$ cat src/rtl/tpa_pkg.sv
package tpa_pkg;
   localparam int unsigned TPA_NREQ  = 3;
   localparam int unsigned TPA_IDX_W = 2;
   localparam int unsigned TPA_CODE_W = 3;

   localparam logic [TPA_IDX_W-1:0] IDX_HOST = 2'd0;
   localparam logic [TPA_IDX_W-1:0] IDX_DMA  = 2'd1;
   localparam logic [TPA_IDX_W-1:0] IDX_FAB  = 2'd2;

   // slot 0 holds the highest-priority requester index
   typedef logic [TPA_NREQ-1:0][TPA_IDX_W-1:0] order_t;

   function automatic order_t decode_order(input logic [TPA_CODE_W-1:0] code);
      order_t o;
      if (code[2]) begin
         // bit 1 is a don't-care in this half of the code space
         if (code[0]) begin
            o[0] = IDX_FAB;  o[1] = IDX_DMA;  o[2] = IDX_HOST;
         end else begin
            o[0] = IDX_DMA;  o[1] = IDX_FAB;  o[2] = IDX_HOST;
         end
      end else begin
         unique case (code[1:0])
            2'b00:   begin o[0] = IDX_HOST; o[1] = IDX_DMA;  o[2] = IDX_FAB;  end
            2'b01:   begin o[0] = IDX_HOST; o[1] = IDX_FAB;  o[2] = IDX_DMA;  end
            2'b10:   begin o[0] = IDX_DMA;  o[1] = IDX_HOST; o[2] = IDX_FAB;  end
            default: begin o[0] = IDX_FAB;  o[1] = IDX_HOST; o[2] = IDX_DMA;  end
         endcase
      end
      return o;
   endfunction
endpackage

$ cat src/rtl/tpa_cfg_reg.sv
module tpa_cfg_reg #(
   parameter int unsigned      WIDTH     = 3,
   parameter logic [WIDTH-1:0] RESET_VAL = '0
) (
   input  logic             clk,
   input  logic             rst_n,
   input  logic             we,
   input  logic [WIDTH-1:0] wdata,
   output logic [WIDTH-1:0] q
);
   if (WIDTH < 1) begin : g_bad_width
      $error("tpa_cfg_reg: WIDTH must be at least 1");
   end

   always_ff @(posedge clk or negedge rst_n) begin
      if (!rst_n)  q <= RESET_VAL;
      else if (we) q <= wdata;
   end
endmodule

$ cat src/rtl/tpa_pick.sv
module tpa_pick #(
   parameter int unsigned NREQ  = 3,
   parameter int unsigned IDX_W = 2
) (
   input  logic [NREQ-1:0][IDX_W-1:0] order,
   input  logic [NREQ-1:0]            req,
   output logic [NREQ-1:0]            pick
);
   localparam int unsigned MAX_IDX = (1 << IDX_W) - 1;

   if (NREQ < 2 || NREQ - 1 > MAX_IDX) begin : g_bad_cfg
      $error("tpa_pick: IDX_W too narrow for NREQ");
   end

   logic [NREQ-1:0] slot_req;
   logic [NREQ-1:0] slot_win;

   for (genvar k = 0; k < NREQ; k++) begin : g_slot
      assign slot_req[k] = req[order[k]];
      if (k == 0) begin : g_top
         assign slot_win[k] = slot_req[k];
      end else begin : g_lower
         assign slot_win[k] = slot_req[k] & ~(|slot_req[k-1:0]);
      end
   end

   always_comb begin
      pick = '0;
      for (int k = 0; k < NREQ; k++) begin
         if (slot_win[k]) pick[order[k]] = 1'b1;
      end
   end
endmodule

$ cat src/rtl/tpa_grant_fsm.sv
module tpa_grant_fsm #(
   parameter int unsigned NREQ = 3
) (
   input  logic            clk,
   input  logic            rst_n,
   input  logic [NREQ-1:0] pick,
   input  logic            done,
   output logic [NREQ-1:0] gnt
);
   logic owned;
   assign owned = |gnt;

   always_ff @(posedge clk or negedge rst_n) begin
      if (!rst_n)        gnt <= '0;
      else if (!owned)   gnt <= pick;
      else if (done)     gnt <= '0;
   end
endmodule

$ cat src/rtl/tri_prio_arbiter.sv
module tri_prio_arbiter
   import tpa_pkg::*;
#(
   parameter int unsigned           NREQ       = TPA_NREQ,
   parameter int unsigned           CODE_W     = TPA_CODE_W,
   parameter logic [CODE_W-1:0]     RESET_CODE = '0
) (
   input  logic              clk,
   input  logic              rst_n,
   input  logic [NREQ-1:0]   req_i,
   input  logic              prio_we_i,
   input  logic [CODE_W-1:0] prio_code_i,
   input  logic              port_done_i,
   output logic [NREQ-1:0]   gnt_o
);
   if (NREQ != TPA_NREQ || CODE_W != TPA_CODE_W) begin : g_bad_cfg
      $error("tri_prio_arbiter: ordering table is defined for three requesters and a 3-bit code");
   end

   logic [CODE_W-1:0] code_q;
   order_t            order;
   logic [NREQ-1:0]   pick;

   tpa_cfg_reg #(
      .WIDTH     (CODE_W),
      .RESET_VAL (RESET_CODE)
   ) u_cfg (
      .clk   (clk),
      .rst_n (rst_n),
      .we    (prio_we_i),
      .wdata (prio_code_i),
      .q     (code_q)
   );

   assign order = decode_order(code_q);

   tpa_pick #(
      .NREQ  (NREQ),
      .IDX_W (TPA_IDX_W)
   ) u_pick (
      .order (order),
      .req   (req_i),
      .pick  (pick)
   );

   tpa_grant_fsm #(
      .NREQ (NREQ)
   ) u_fsm (
      .clk   (clk),
      .rst_n (rst_n),
      .pick  (pick),
      .done  (port_done_i),
      .gnt   (gnt_o)
   );
endmodule

$ cat config.mk
export PLATFORM = sky130hd
export DESIGN_NAME = tri_prio_arbiter
export DESIGN_NICKNAME = d
export VERILOG_FILES = /design/src/rtl/tpa_pkg.sv /design/src/rtl/tpa_cfg_reg.sv /design/src/rtl/tpa_pick.sv /design/src/rtl/tpa_grant_fsm.sv /design/src/rtl/tri_prio_arbiter.sv
export SDC_FILE = /design/constraint.sdc
export NUM_CORES = 1
export LEC_CHECK = 0
export BUFFER_PORTS_ARGS = -buffer_cell sky130_fd_sc_hd__buf_2
export CORE_AREA = 2 2 39 41
export DETAILED_ROUTE_END_ITERATION = 16
export DIE_AREA = 0 0 41 43
export GPL_ROUTABILITY_DRIVEN = 0
export SKIP_LAST_GASP = 1
export SLEW_MARGIN = 25
export SYNTH_ARGS = -nofsm -noshare
export SYNTH_HDL_FRONTEND = slang
export SYNTH_SLANG_ARGS = --single-unit
$ cat constraint.sdc
create_clock -name clk -period 1.7 [get_ports clk]
set_input_delay 0.085 -clock clk [delete_from_list [all_inputs] [get_ports clk]]
set_output_delay 0.085 -clock clk [all_outputs]
set_load 0.02 [all_outputs]
Yosys cells after proc, flatten, opt, wreduce, memory -nomap -nowiden

Index checks and enable logic that the tools add are counted.

$lt $le $gt $ge: 6
Eq/ne operators: 3
Muxes and demuxes: 20
Bitwise operators: 6
Reductions and logical operators: 6

Operators by type and width:

| cell                                                        | number |
|---|---|
| one-hot mux 6 bit (3 select lines)                          | 1 |
| 2-to-1 mux 3 bit                                            | 5 |
| less-than comparator 2 x 3 -> 1 bit (second input constant) | 3 |
| binary-select mux 1 bit (select 2 bit)                      | 3 |
| demux 1 bit (select 2 bit)                                  | 3 |
| >= comparator 2 x 1 -> 1 bit (second input constant)        | 3 |
| 2-to-1 mux 1 bit                                            | 6 |
| 2-to-1 mux 6 bit                                            | 1 |
| bitwise OR 3 bit                                            | 2 |
| 2-to-1 mux 4 bit                                            | 1 |
| logical AND 1 bit                                           | 3 |
| OR reduction 3 bit                                          | 1 |
| bitwise AND 1 bit                                           | 2 |
| == test 2 x 1 -> 1 bit (second input constant)              | 1 |
| == test 2 bit (second input constant)                       | 1 |
| zero test 2 bit                                             | 1 |
| != test 2 bit (second input constant)                       | 1 |
| NOT 1 bit                                                   | 2 |
| OR reduction 2 bit                                          | 1 |

Bits in registers: 6
Input port bits: 10

Logic depth before layout (Yosys ltp)

Gate-level depths: netlist of the first run.

Word-level depth: 13
Mapped depth: 3
Depth with buffers taken out: 3

Hierarchy

From an unflattened synthesis of the first run, not the netlist that was laid out.

Cell total of the unflattened synthesis: 49
Area, all modules: 441.7 sq um

Modules (own cells, without submodules):

| module           | times used | cells an instance | area each (sq um) | seq. area each (sq um) |
|---|---|---|---|---|
| tpa_pick         | 1          | 23                | 151.4             | 0.0 |
| tpa_grant_fsm    | 1          | 13                | 130.1             | 75.1 |
| tpa_cfg_reg      | 1          | 6                 | 108.9             | 75.1 |
| tri_prio_arbiter | 1          | 7                 | 51.3              | 0.0 |

Least setup slack after synthesis of the first run

No wires, ideal clock.

Path kind: register to register
Start point: reg u_fsm.gnt[1]
End point: reg u_fsm.gnt[2]
Setup time: 66 ps
Arrival: 997 ps
Required time: 1634 ps
Setup slack: 637 ps
Stages on the path, launching flop included: 4
Buffers on the path: 0
Period minus slack after synthesis: 1063 ps
Cell sequence: dfrtp_1 -> nor3_2 -> a21boi_2 -> a32o_2

Word-level cells in the longest chain between the ends: 2
Elaborated cells on any way between the ends: 3
Those cells by class: eq/ne (1); mux (1); reduce/logical (1)

Ends and longest elaborated chain:

| item                                                                      | line                | RTL |
|---|---|---|
| start, declared                                                           | tpa_grant_fsm.sv:8  | `output logic [NREQ-1:0] gnt` |
| start signal, assigned                                                    | tpa_grant_fsm.sv:15 | `else if (!owned) gnt <= pick;` |
| OR reduction 3 bit (*)                                                    | tpa_grant_fsm.sv:11 | `assign owned = \|gnt;` |
| != test 2 bit (no source line) / 2-to-1 mux 3 bit (equally long branches) | -                   |  |

Every way passes the cells marked *; elsewhere a longest branch is shown, timed or not.
A chain may end at the register's enable or synchronous reset.

Final worst setup path of the first run

Start point: reg u_fsm.gnt[1]
End point: reg u_fsm.gnt[1]

Same word-level chain as after synthesis.

==> results of run 1 <==
logic make-up (layout without fill, tap and decap cells):
| family | count (synthesis) | count (layout) | synth area share, % |
|---|---|---|---|
| AOI/OAI and AO/OA | 9 | 9 | 24.0 |
| buffers and inverters | 3 | 19 | 3.86 |
| DFF | 6 | 6 | 51.5 |
| muxes | 3 | 3 | 11.2 |
| and+or+nand+nor | 3 | 3 | 9.44 |
metal layers:
metal | vias to the layer above | global-route usage [%] | wire length, um
li1 | 123 | - | -
met1 | 121 | 10.6 | 246
met2 | 10 | 12.2 | 281
met3 | 2 | 3.66 | 66
met4 | 0 | 8.00 | 19
met5 | - | 0 | 0
worst min path at each step:
| stage | startpoint | cells past startpoint | endpoint | slack [ns] |
|---|---|---|---|---|
| finish | port_done_i | 2 | u_fsm.gnt[0]$_DFFE_PN0P_ | 0.03 |
| global route | port_done_i | 2 | u_fsm.gnt[0]$_DFFE_PN0P_ | 0.04 |
| CTS | port_done_i | 2 | u_fsm.gnt[0]$_DFFE_PN0P_ | 0.02 |
| detailed placement | rst_n | 1 | u_cfg.q[2]$_DFFE_PN0P_ | -0.08 |
| global placement | rst_n | 1 | u_cfg.q[0]$_DFFE_PN0P_ | -0.08 |
| floorplan | rst_n | 0 | u_cfg.q[0]$_DFFE_PN0P_ | -0.21 |
cell usage in the layout, fill, tap and decap left out, drive strengths merged:
| cell | count |
|---|---|
| buf | 12 |
| dfrtp | 6 |
| o21ai | 4 |
| clkbuf | 3 |
| inv | 3 |
| mux2 | 2 |
| a32o | 2 |
| nor2b | 1 |
| nor3 | 1 |
| a21boi | 1 |
| o21bai | 1 |
| mux2i | 1 |
| o2111ai | 1 |
| nand2 | 1 |
| dlygate4sd3 | 1 |
flip-flops by register name (all words and copies together) (netlist names):
name and count:
u_fsm.gnt 3, u_cfg.q 3
where the power goes:
| group | switching [mW] | total, mW | leakage, nW | internal, mW |
|---|---|---|---|---|
| clock | 0.0480 | 0.128 | 0.0138 | 0.0796 |
| sequential | 0.0316 | 0.208 | 0.0745 | 0.177 |
| combinational | 0.0849 | 0.167 | 0.119 | 0.0822 |
area by class of cell:
cell class / instances / area, um^2
fill: 152 / 980
sequential: 6 / 150
multi-input combinational: 15 / 130
timing repair buffer: 13 / 70.1
clock buffer: 3 / 22.5
tap: 16 / 20.0
inverter: 3 / 11.3
stage by stage:
step | instance area, um^2 | instances | utilization (%) | hold WS [ns]
after floorplan | 292 | 24 | - | -0.211
after global placement | 372 | 52 | 26.9 | -0.0830
after detailed placement | 372 | 52 | 26.9 | -0.0829
after CTS | 404 | 56 | 29.2 | 0.0248
after global routing | 404 | 56 | 29.2 | 0.0418
final | 404 | 56 | 29.2 | 0.0280
Yosys cell counts:
library cell,count
o2111ai_1,1
o21ai_0,2
o21ai_1,2
inv_1,2
a32o_2,2
inv_2,1
mux2i_1,1
mux2_1,2
nor3_2,1
nand2_1,1
a21boi_2,1
o21bai_1,1
nor2b_4,1
dfrtp_1,6
critical path, cell delays in order (launching register included):
cell	delay (ns)
dfrtp_1	0.39
nor3_2	0.21
a21boi_2	0.20
a32o_2	0.17
==> key figures, run 1 <==
Status
  – Run status: completed

Detailed routing
  – Via count: 256
  – Routed WL: 614 um
  – Vias per inst: 4.57
  – Post-DR wirelength/cell: 11.0 um
  – Antenna viol nets, final: 0
  – Drt pass-1 iters: 3
  – Starting DRT DRC Count: 10
  – Post-route DRC: 0

Synthesis
  – Post-synth net total: 34
  – Top-area cell type share of the netlist area: 51.5%
  – Seq cells post-synth: 6
  – Top cells by area, synth: dfrtp_1 52%, a32o_2 7.7%, mux2_1 7.7%
  – Avg Inst Size Synth: 12.1 um^2
  – Sequential element share of the synthesized area: 51.5%
  – Area leader, netlist: dfrtp_1
  – Mapped cell area: 292 um^2
  – Synth Instances: 24
  – Post-synth cell types: 14
  – Yosys warning count: 0

STA
  – Setup TNS: 0 ns
  – Worst rel slew slack: 88.7%
  – Min Tclk post-route: 1.05 ns
  – RSZ-0062 raised after global routing: no
  – Fin worst setup slack: 0.651 ns
  – Final hold vios: 0
  – Endpoints failing setup: 0
  – Peak Freq: 953 MHz
  – Clock Skew: 0.00432 ns
  – Slew Viols, Final: 0
  – Final period util: 61.7%
  – Worst Tran Pin Value: 0.169 ns

Critical path
  – Worst R2R End: u_fsm.gnt[1]$_DFFE_PN0P_
  – CP Max Fanout: 3
  – Setup crit end: u_fsm.gnt[1]$_DFFE_PN0P_
  – Register-to-register setup slack: 0.65 ns
  – R2R Path Start: u_fsm.gnt[1]$_DFFE_PN0P_
  – Critical Path Source Type: flip-flop
  – R2R cell count: 3
  – WP data required: 1.88 ns
  – CP startpoint: u_fsm.gnt[1]$_DFFE_PN0P_
  – CP Data Arrival Time: 1.23 ns
  – CP Class: reg2reg
  – CP Capture Type: flip-flop

Clock tree
  – Post-CTS Setup Bufs: 0
  – Worst-Skew Late Latency: 0.24 ns
  – Sinks on Clock Net: 6
  – Clk buf depth: 2
  – Post-CTS sizing: 0
  – Total CTS buffers: 3
  – Reg clk slew, reported paths: 0.04 ns
  – CTS tree: done
  – Total number of H-tree levels: 1
  – CTS Hold Bufs: 1
  – Root buffer cell: clkbuf_4

Floorplan
  – Die height: 43 um
  – # IOs: 13
  – Row count: 14
  – Die X-Extent: 41 um
  – Die area: 1760 um^2
  – Core area: 1380 um^2
  – Initial cell density of the core: 21.1%

Cells and area
  – Area delta synth->final: 38.6%
  – Nets: 52
  – Proportion of layout cells with a drive suffix above 1: 52.5%
  – Antenna diodes: 0

Place
  – Worst slack, placed: 0.662 ns
  – Port-buffer cells: 12

Global routing
  – Vias in the first global route: 255
  – Initial antenna violation count: 0
  – Total GRT Usage: 9.11%
  – Largest net degree at the start of global routing: 7
  – Global-route wire length before repair: 1.00 mm
  – Grt ovf: 0

Power and ir drop
  – Pwr/cell area: 1250 nW/um^2
  – Max VDD drop: 0.385 mV
  – Pwr Total: 0.503 mW
  – P_leak: 0.207 nW

Worst hold path
  – Worst hold path class: in2reg

Job
  – Maxcap violations: 0
Power figures use the tool's default switching activity.
==> run 2: changes to the inputs <==
--- a/config.mk
+++ b/config.mk
@@ -5,6 +5,7 @@
 export SDC_FILE = /design/constraint.sdc
 export NUM_CORES = 1
 export LEC_CHECK = 0
+export ABC_AREA = 1
 export BUFFER_PORTS_ARGS = -buffer_cell sky130_fd_sc_hd__buf_2
 export CORE_AREA = 2 2 39 41
 export DETAILED_ROUTE_END_ITERATION = 16
==> constraint.sdc (replaced) <==
create_clock -name clk -period 0.9 [get_ports clk]
set_input_delay 0.045 -clock clk [delete_from_list [all_inputs] [get_ports clk]]
set_output_delay 0.045 -clock clk [all_outputs]
set_load 0.02 [all_outputs]
==> key figures, run 2 <==
Status
  – Run status: finished with violations
  – Failing checks: negative setup slack

Power and ir drop
  – Max VDD drop: 0.977 mV
  – Pwr/cell area: 1890 nW/um^2
  – Pwr Total: 1.45 mW
  – P_leak: 0.440 nW

Critical path
  – WP data required: 1.03 ns
  – CP Capture Type: flip-flop
  – Critical Path Source Type: flip-flop
  – Slowest CP cell: dfrtp_1
  – CP Cell Sequence: inv_2 -> nand2_4 -> nand3b_1 -> nand3_2 -> nand2_2 -> inv_2 -> nand3_2 -> nand3_2 -> nand2_1 -> nand2_1
  – CP Max Fanout: 7
  – CP peak stage delay: 0.41 ns
  – Most frequent CP cell: nand3_2
  – CP Data Arrival Time: 1.49 ns
  – CP Class: reg2reg

Synthesis
  – Post-synth cell types: 15
  – Post-synth net total: 85
  – Count of flip-flops with a built-in enable after synthesis: 0
  – Most used DFF post-synth: dfrtp_1
  – Sequential element share of the synthesized area: 30.5%
  – Top-area cell type share of the netlist area: 30.5%
  – Yosys warning count: 0
  – Seq cells post-synth: 6
  – Mapped cell area: 492 um^2
  – Synth Instances: 75
  – Area leader, netlist: dfrtp_1
  – Top cells by area, synth: dfrtp_1 31%, nand2_1 18%, nand3_1 14%
  – Cell with the most instances after synthesis: nand2_1
  – Synth top cells by count: 23 x nand2_1, 14 x nand3_1, 7 x inv_1, 6 x dfrtp_1, 5 x inv_2
  – Avg Inst Size Synth: 6.56 um^2
  – Ys async rst share: 100%

STA
  – Clock Skew: 0.00351 ns
  – Worst Tran Pin Value: 0.188 ns
  – Final period util: 151%
  – RSZ-0062 raised after global routing: yes
  – Slew Viols, Final: 0
  – Fin worst setup slack: -0.457 ns
  – Setup TNS: -1.51 ns
  – Min Tclk post-route: 1.36 ns
  – Hold_ws: 0.00725 ns
  – Peak Freq: 737 MHz
  – Endpoints failing setup: 5
  – Worst rel slew slack: 87.4%
  – Final hold vios: 0

Cells and area
  – Proportion of layout cells with a drive suffix above 1: 50.5%
  – Multi-input logic area: 338 um^2
  – FF+latch area: 151 um^2
  – Non-Filler Instances: 121
  – Nets: 117
  – Antenna diodes: 0
  – Area delta synth->final: 56.0%
  – Fillers: 140
  – Most frequent cells in the layout: 23 x nand2_1, 15 x buf_4, 9 x nand3_2, 9 x buf_2
  – Biggest registers after layout: u_cfg.q x3, u_fsm.gnt x3
  – Post-Layout Inst Area: 767 um^2
  – Leading cell type in the layout, fill and taps excluded: nand2_1

Place
  – Placed cell areas: 647 um^2
  – Post-DP HPWL: 867 um
  – Port-buffer cells: 12
  – Dpl cells: 113

Global routing
  – GR Util met3: 9.42%
  – Largest net degree at the start of global routing: 8
  – Met2 usage: 24.1%
  – Global-route wire length before repair: 2.05 mm
  – Grt ovf: 0
  – Vias in the first global route: 502
  – Total GRT Usage: 17.3%
  – GR Util met1: 23.1%
  – Grt peak-use layer: met2
  – Initial antenna violation count: 0

Clock tree
  – Reg clk slew, reported paths: 0.05 ns
  – Root buffer cell: clkbuf_4
  – CTS tree: done
  – Total number of H-tree levels: 1
  – Total CTS buffers: 3
  – Sinks on Clock Net: 6
  – Worst-Skew Late Latency: 0.24 ns
  – Clk buf depth: 2

Detailed routing
  – Routed WL: 1.18 mm
  – Post-route DRC: 0
  – Starting DRT DRC Count: 14
  – Drt pass-1 iters: 4
  – Via count: 577
  – Antenna viol nets, final: 0
  – Vias per inst: 4.77
  – Post-DR wirelength/cell: 9.76 um

Floorplan
  – Core area: 1380 um^2
  – Die X-Extent: 41 um
  – # IOs: 13
  – Initial cell density of the core: 35.5%
  – Die height: 43 um
  – Die area: 1760 um^2
  – Row count: 14

Worst hold path
  – Worst hold path class: in2reg

Job
  – Maxcap violations: 0
[run 2: final cells by class]
cell class              count  area share [%]
clock buffers               3            2.94
inverters                  12            5.87
multi-input cells          57            44.0
flip-flops and latches      6            19.7
repair buffers             27            24.8
well taps                  16            2.61
[run 2: metrics by stage]
| step | util [%] | setup slack, ns |
|---|---|---|
| after floorplan | - | -0.318 |
| after detailed placement | 46.7 | -0.465 |
| after CTS | 53.1 | -0.440 |
| final | 55.4 | -0.457 |
| after global routing | 55.4 | -0.568 |
| after global placement | 46.7 | -0.432 |
[run 2: path summary, 6_finish.rpt]
check                                    startpoint                       end  slack [ns]  depth (start not counted)
max                          u_cfg.q[2]$_DFFE_PN0P_  u_fsm.gnt[2]$_DFFE_PN0P_       -0.46                         10
min                                  prio_code_i[2]    u_cfg.q[2]$_DFFE_PN0P_       0.007                          3
max reg2reg                  u_cfg.q[2]$_DFFE_PN0P_  u_fsm.gnt[2]$_DFFE_PN0P_       -0.46                         10
min reg2reg                u_fsm.gnt[1]$_DFFE_PN0P_  u_fsm.gnt[1]$_DFFE_PN0P_        0.55                          2
max in group asynchronous                     rst_n  u_fsm.gnt[1]$_DFFE_PN0P_        0.59                          2
min in group asynchronous                     rst_n    u_cfg.q[2]$_DFFE_PN0P_        0.15                          2
[run 2: cells by family after synthesis]
family,after synthesis,synth area share (%)
AO/OA/AOI/OAI,3,3.05
AND/OR/NAND/NOR,54,57.3
flip-flops,6,30.5
buffers and inverters,12,9.16
[run 2: per-layer routing]
| metal | share of wire [%] | vias to the layer above |
|---|---|---|
| met5 | 0 | - |
| met3 | 6.3 | 2 |
| met1 | 41 | 257 |
| met2 | 52 | 19 |
| li1 | - | 299 |
| met4 | 0.51 | 0 |
[run 2: critical path: cells and delay by family (launching register included)]
kind          cells  cell delay [ns]
simple gates      8             0.65
buf+inv           2             0.20
flops             1             0.41
[run 2: power by group]
group	switching [mW]	internal, mW
combinational	0.382	0.360
clock	0.0956	0.151
sequential	0.107	0.353
[run 2: repair_timing]
item                                    CTS  global route
endpoints found under the setup margin    4             8
setup buffers                             3             1
hold endpoints to repair                  6             0
pin swaps                                 4             6
hold buffers                              1             0
cloned                                    0             0
resized for setup                         7             8
==> run 3: changes to the inputs <==
--- a/config.mk
+++ b/config.mk
@@ -7,9 +7,9 @@
 export LEC_CHECK = 0
 export ABC_AREA = 1
 export BUFFER_PORTS_ARGS = -buffer_cell sky130_fd_sc_hd__buf_2
-export CORE_AREA = 2 2 39 41
+export CORE_AREA = 5 5 42 44
 export DETAILED_ROUTE_END_ITERATION = 16
-export DIE_AREA = 0 0 41 43
+export DIE_AREA = 0 0 47 49
 export GPL_ROUTABILITY_DRIVEN = 0
 export SKIP_LAST_GASP = 1
 export SLEW_MARGIN = 25
==> key figures, run 3 (synthesized netlist as in run 2, its figures left out) <==
Clock tree
  – Sinks on Clock Net: 6
  – CTS tree: done
  – Total number of H-tree levels: 1
  – Reg clk slew, reported paths: 0.05 ns
  – Total CTS buffers: 3
  – Clk buf depth: 2
  – Root buffer cell: clkbuf_4
  – Worst-Skew Late Latency: 0.24 ns

Critical path
  – CP Class: reg2reg
  – CP Max Fanout: 7
  – Most frequent CP cell: nand2_1
  – WP buf/inv: 1
  – Delay-heaviest family, CP: simple AND/OR/NAND/NOR gates
  – CP Data Arrival Time: 1.54 ns
  – CP Capture Type: flip-flop
  – Slowest CP cell: dfrtp_1
  – CP peak stage delay: 0.41 ns
  – CP Cell Sequence: inv_2 -> nand2_4 -> nand3b_1 -> nand3_2 -> or2_0 -> nand3_1 -> nand2_1 -> nand2_1
  – Critical Path Source Type: flip-flop
  – WP data required: 1.08 ns

STA
  – Fin worst setup slack: -0.456 ns
  – Peak Freq: 738 MHz
  – Final hold vios: 0
  – RSZ-0062 raised after global routing: yes
  – Hold_ws: 0.00812 ns
  – Worst Tran Pin Value: 0.175 ns
  – Min Tclk post-route: 1.36 ns
  – Slew Viols, Final: 0
  – Clock Skew: 0.00325 ns
  – Final period util: 151%
  – Worst rel slew slack: 88.4%
  – Endpoints failing setup: 4

Cells and area
  – Most frequent cells in the layout: 23 x nand2_1, 13 x buf_4, 10 x buf_2
  – Area delta synth->final: 49.9%
  – Antenna diodes: 0
  – Nets: 115
  – Leading cell type in the layout, fill and taps excluded: nand2_1
  – Proportion of layout cells with a drive suffix above 1: 47.6%
  – Biggest registers after layout: u_cfg.q x3, u_fsm.gnt x3
  – Post-Layout Inst Area: 737 um^2

Power and ir drop
  – Register share of total power: 32.1%
  – P_leak: 0.424 nW
  – Sw Pwr: 0.589 mW
  – Sw frac: 41.8%
  – Cell Int Power: 0.820 mW
  – Max VDD drop: 1.07 mV
  – Clk network pwr share: 18.0%
  – Gate power share: 49.8%
  – Pwr/cell area: 1910 nW/um^2

Detailed routing
  – Post-route DRC: 0
  – Post-DR wirelength/cell: 10.7 um
  – Starting DRT DRC Count: 11
  – Routed WL: 1.27 mm
  – Antenna viol nets, final: 0
  – Via count: 562
  – Drt pass-1 iters: 4
  – Vias per inst: 4.72

Global routing
  – Initial antenna violation count: 0
  – Total GRT Usage: 11.8%
  – Vias in the first global route: 515
  – Grt ovf: 0
  – Global-route wire length before repair: 2.01 mm
  – Largest net degree at the start of global routing: 8

Floorplan
  – Die X-Extent: 47 um
  – Die area: 2300 um^2
  – Initial cell density of the core: 35.1%
  – Core area: 1400 um^2
  – Row count: 14
  – # IOs: 13
  – Die height: 49 um

Place
  – Post-DP HPWL: 910 um
  – Worst slack, placed: -0.486 ns
  – Placed cell areas: 632 um^2
  – Port-buffer cells: 12

Status
  – Run status: finished with violations
  – Failing checks: negative setup slack

Job
  – Maxcap violations: 0

Worst hold path
  – Worst hold path class: in2reg
-- run 3: cell count changes in the layout (fill, tap and decap cells not counted) --
cell	previous run	this run
buf_6	2	1
buf_4	15	13
dfrtp_1	5	6
buf_2	9	10
nor2_2	1	2
dfrtp_2	1	0
nand3_2	9	7
nor2_1	3	2
nand3_1	7	9
-- run 3: power groups by stage --
stage / clock [mW] / sequential (mW) / combinational, mW
6_report: 0.254 / 0.453 / 0.702
5_1_grt: 0.276 / 0.464 / 0.771
4_1_cts: 0.263 / 0.445 / 0.644
3_5_place_dp: 0 / 0.445 / 0.607
3_3_place_gp: 0 / 0.449 / 0.606
2_1_floorplan: 0 / 0.525 / 0.317
-- run 3: worst register-to-register path, delay by kind of cell, from the launching register on --
kind	cells	cell delay (ns)
buffers and inverters	1	0.15
DFF	1	0.41
and+or+nand+nor	7	0.74
-- run 3: what timing repair did --
action / CTS / global route
setup buffers: 2 / 2
pin swaps: 4 / 1
resized for setup: 5 / 6
hold buffers: 1 / 0
setup endpoints to repair: 3 / 7
endpoints found under the hold margin: 6 / 0
-- run 3: area by class of cell --
cell class                      instances  area (um^2)
Inverter                               12         45.0
Fill cell                             154          664
Sequential cell                         6          150
Tap cell                               16         20.0
Clock buffer                            3         22.5
Multi-Input combinational cell         57          330
Timing Repair Buffer                   25          169
-- run 3: through the flow --
stage	instances	TNS [ns]	utilization (%)	total power [mW]
after floorplan	75	-0.951	-	0.841
final	119	-1.50	52.6	1.41
after global placement	111	-1.46	45.1	1.06
after CTS	117	-1.37	50.3	1.35
after global routing	119	-1.84	52.6	1.51
after detailed placement	111	-1.41	45.1	1.05
-- run 3: worst paths after layout --
| kind | end | cells after the start | startpoint | slack [ns] |
|---|---|---|---|---|
| max reg2reg | u_fsm.gnt[1]$_DFFE_PN0P_ | 8 | u_cfg.q[2]$_DFFE_PN0P_ | -0.46 |
| min | u_cfg.q[2]$_DFFE_PN0P_ | 3 | prio_code_i[2] | 0.008 |
| max | u_fsm.gnt[1]$_DFFE_PN0P_ | 8 | u_cfg.q[2]$_DFFE_PN0P_ | -0.46 |
| max in group asynchronous | u_cfg.q[0]$_DFFE_PN0P_ | 2 | rst_n | 0.60 |
| min in group asynchronous | u_fsm.gnt[2]$_DFFE_PN0P_ | 2 | rst_n | 0.15 |
| min reg2reg | u_fsm.gnt[1]$_DFFE_PN0P_ | 2 | u_fsm.gnt[1]$_DFFE_PN0P_ | 0.57 |
-- run 3: routing by layer --
layer  share of wire (%)  vias to the layer above  GRT usage [%]
met1                  38                      249           13.2
met2                  55                       17           19.9
li1                    -                      296              -
met4                   0                        0           1.84
met5                   0                        -              0
met3                 6.8                        0           5.54
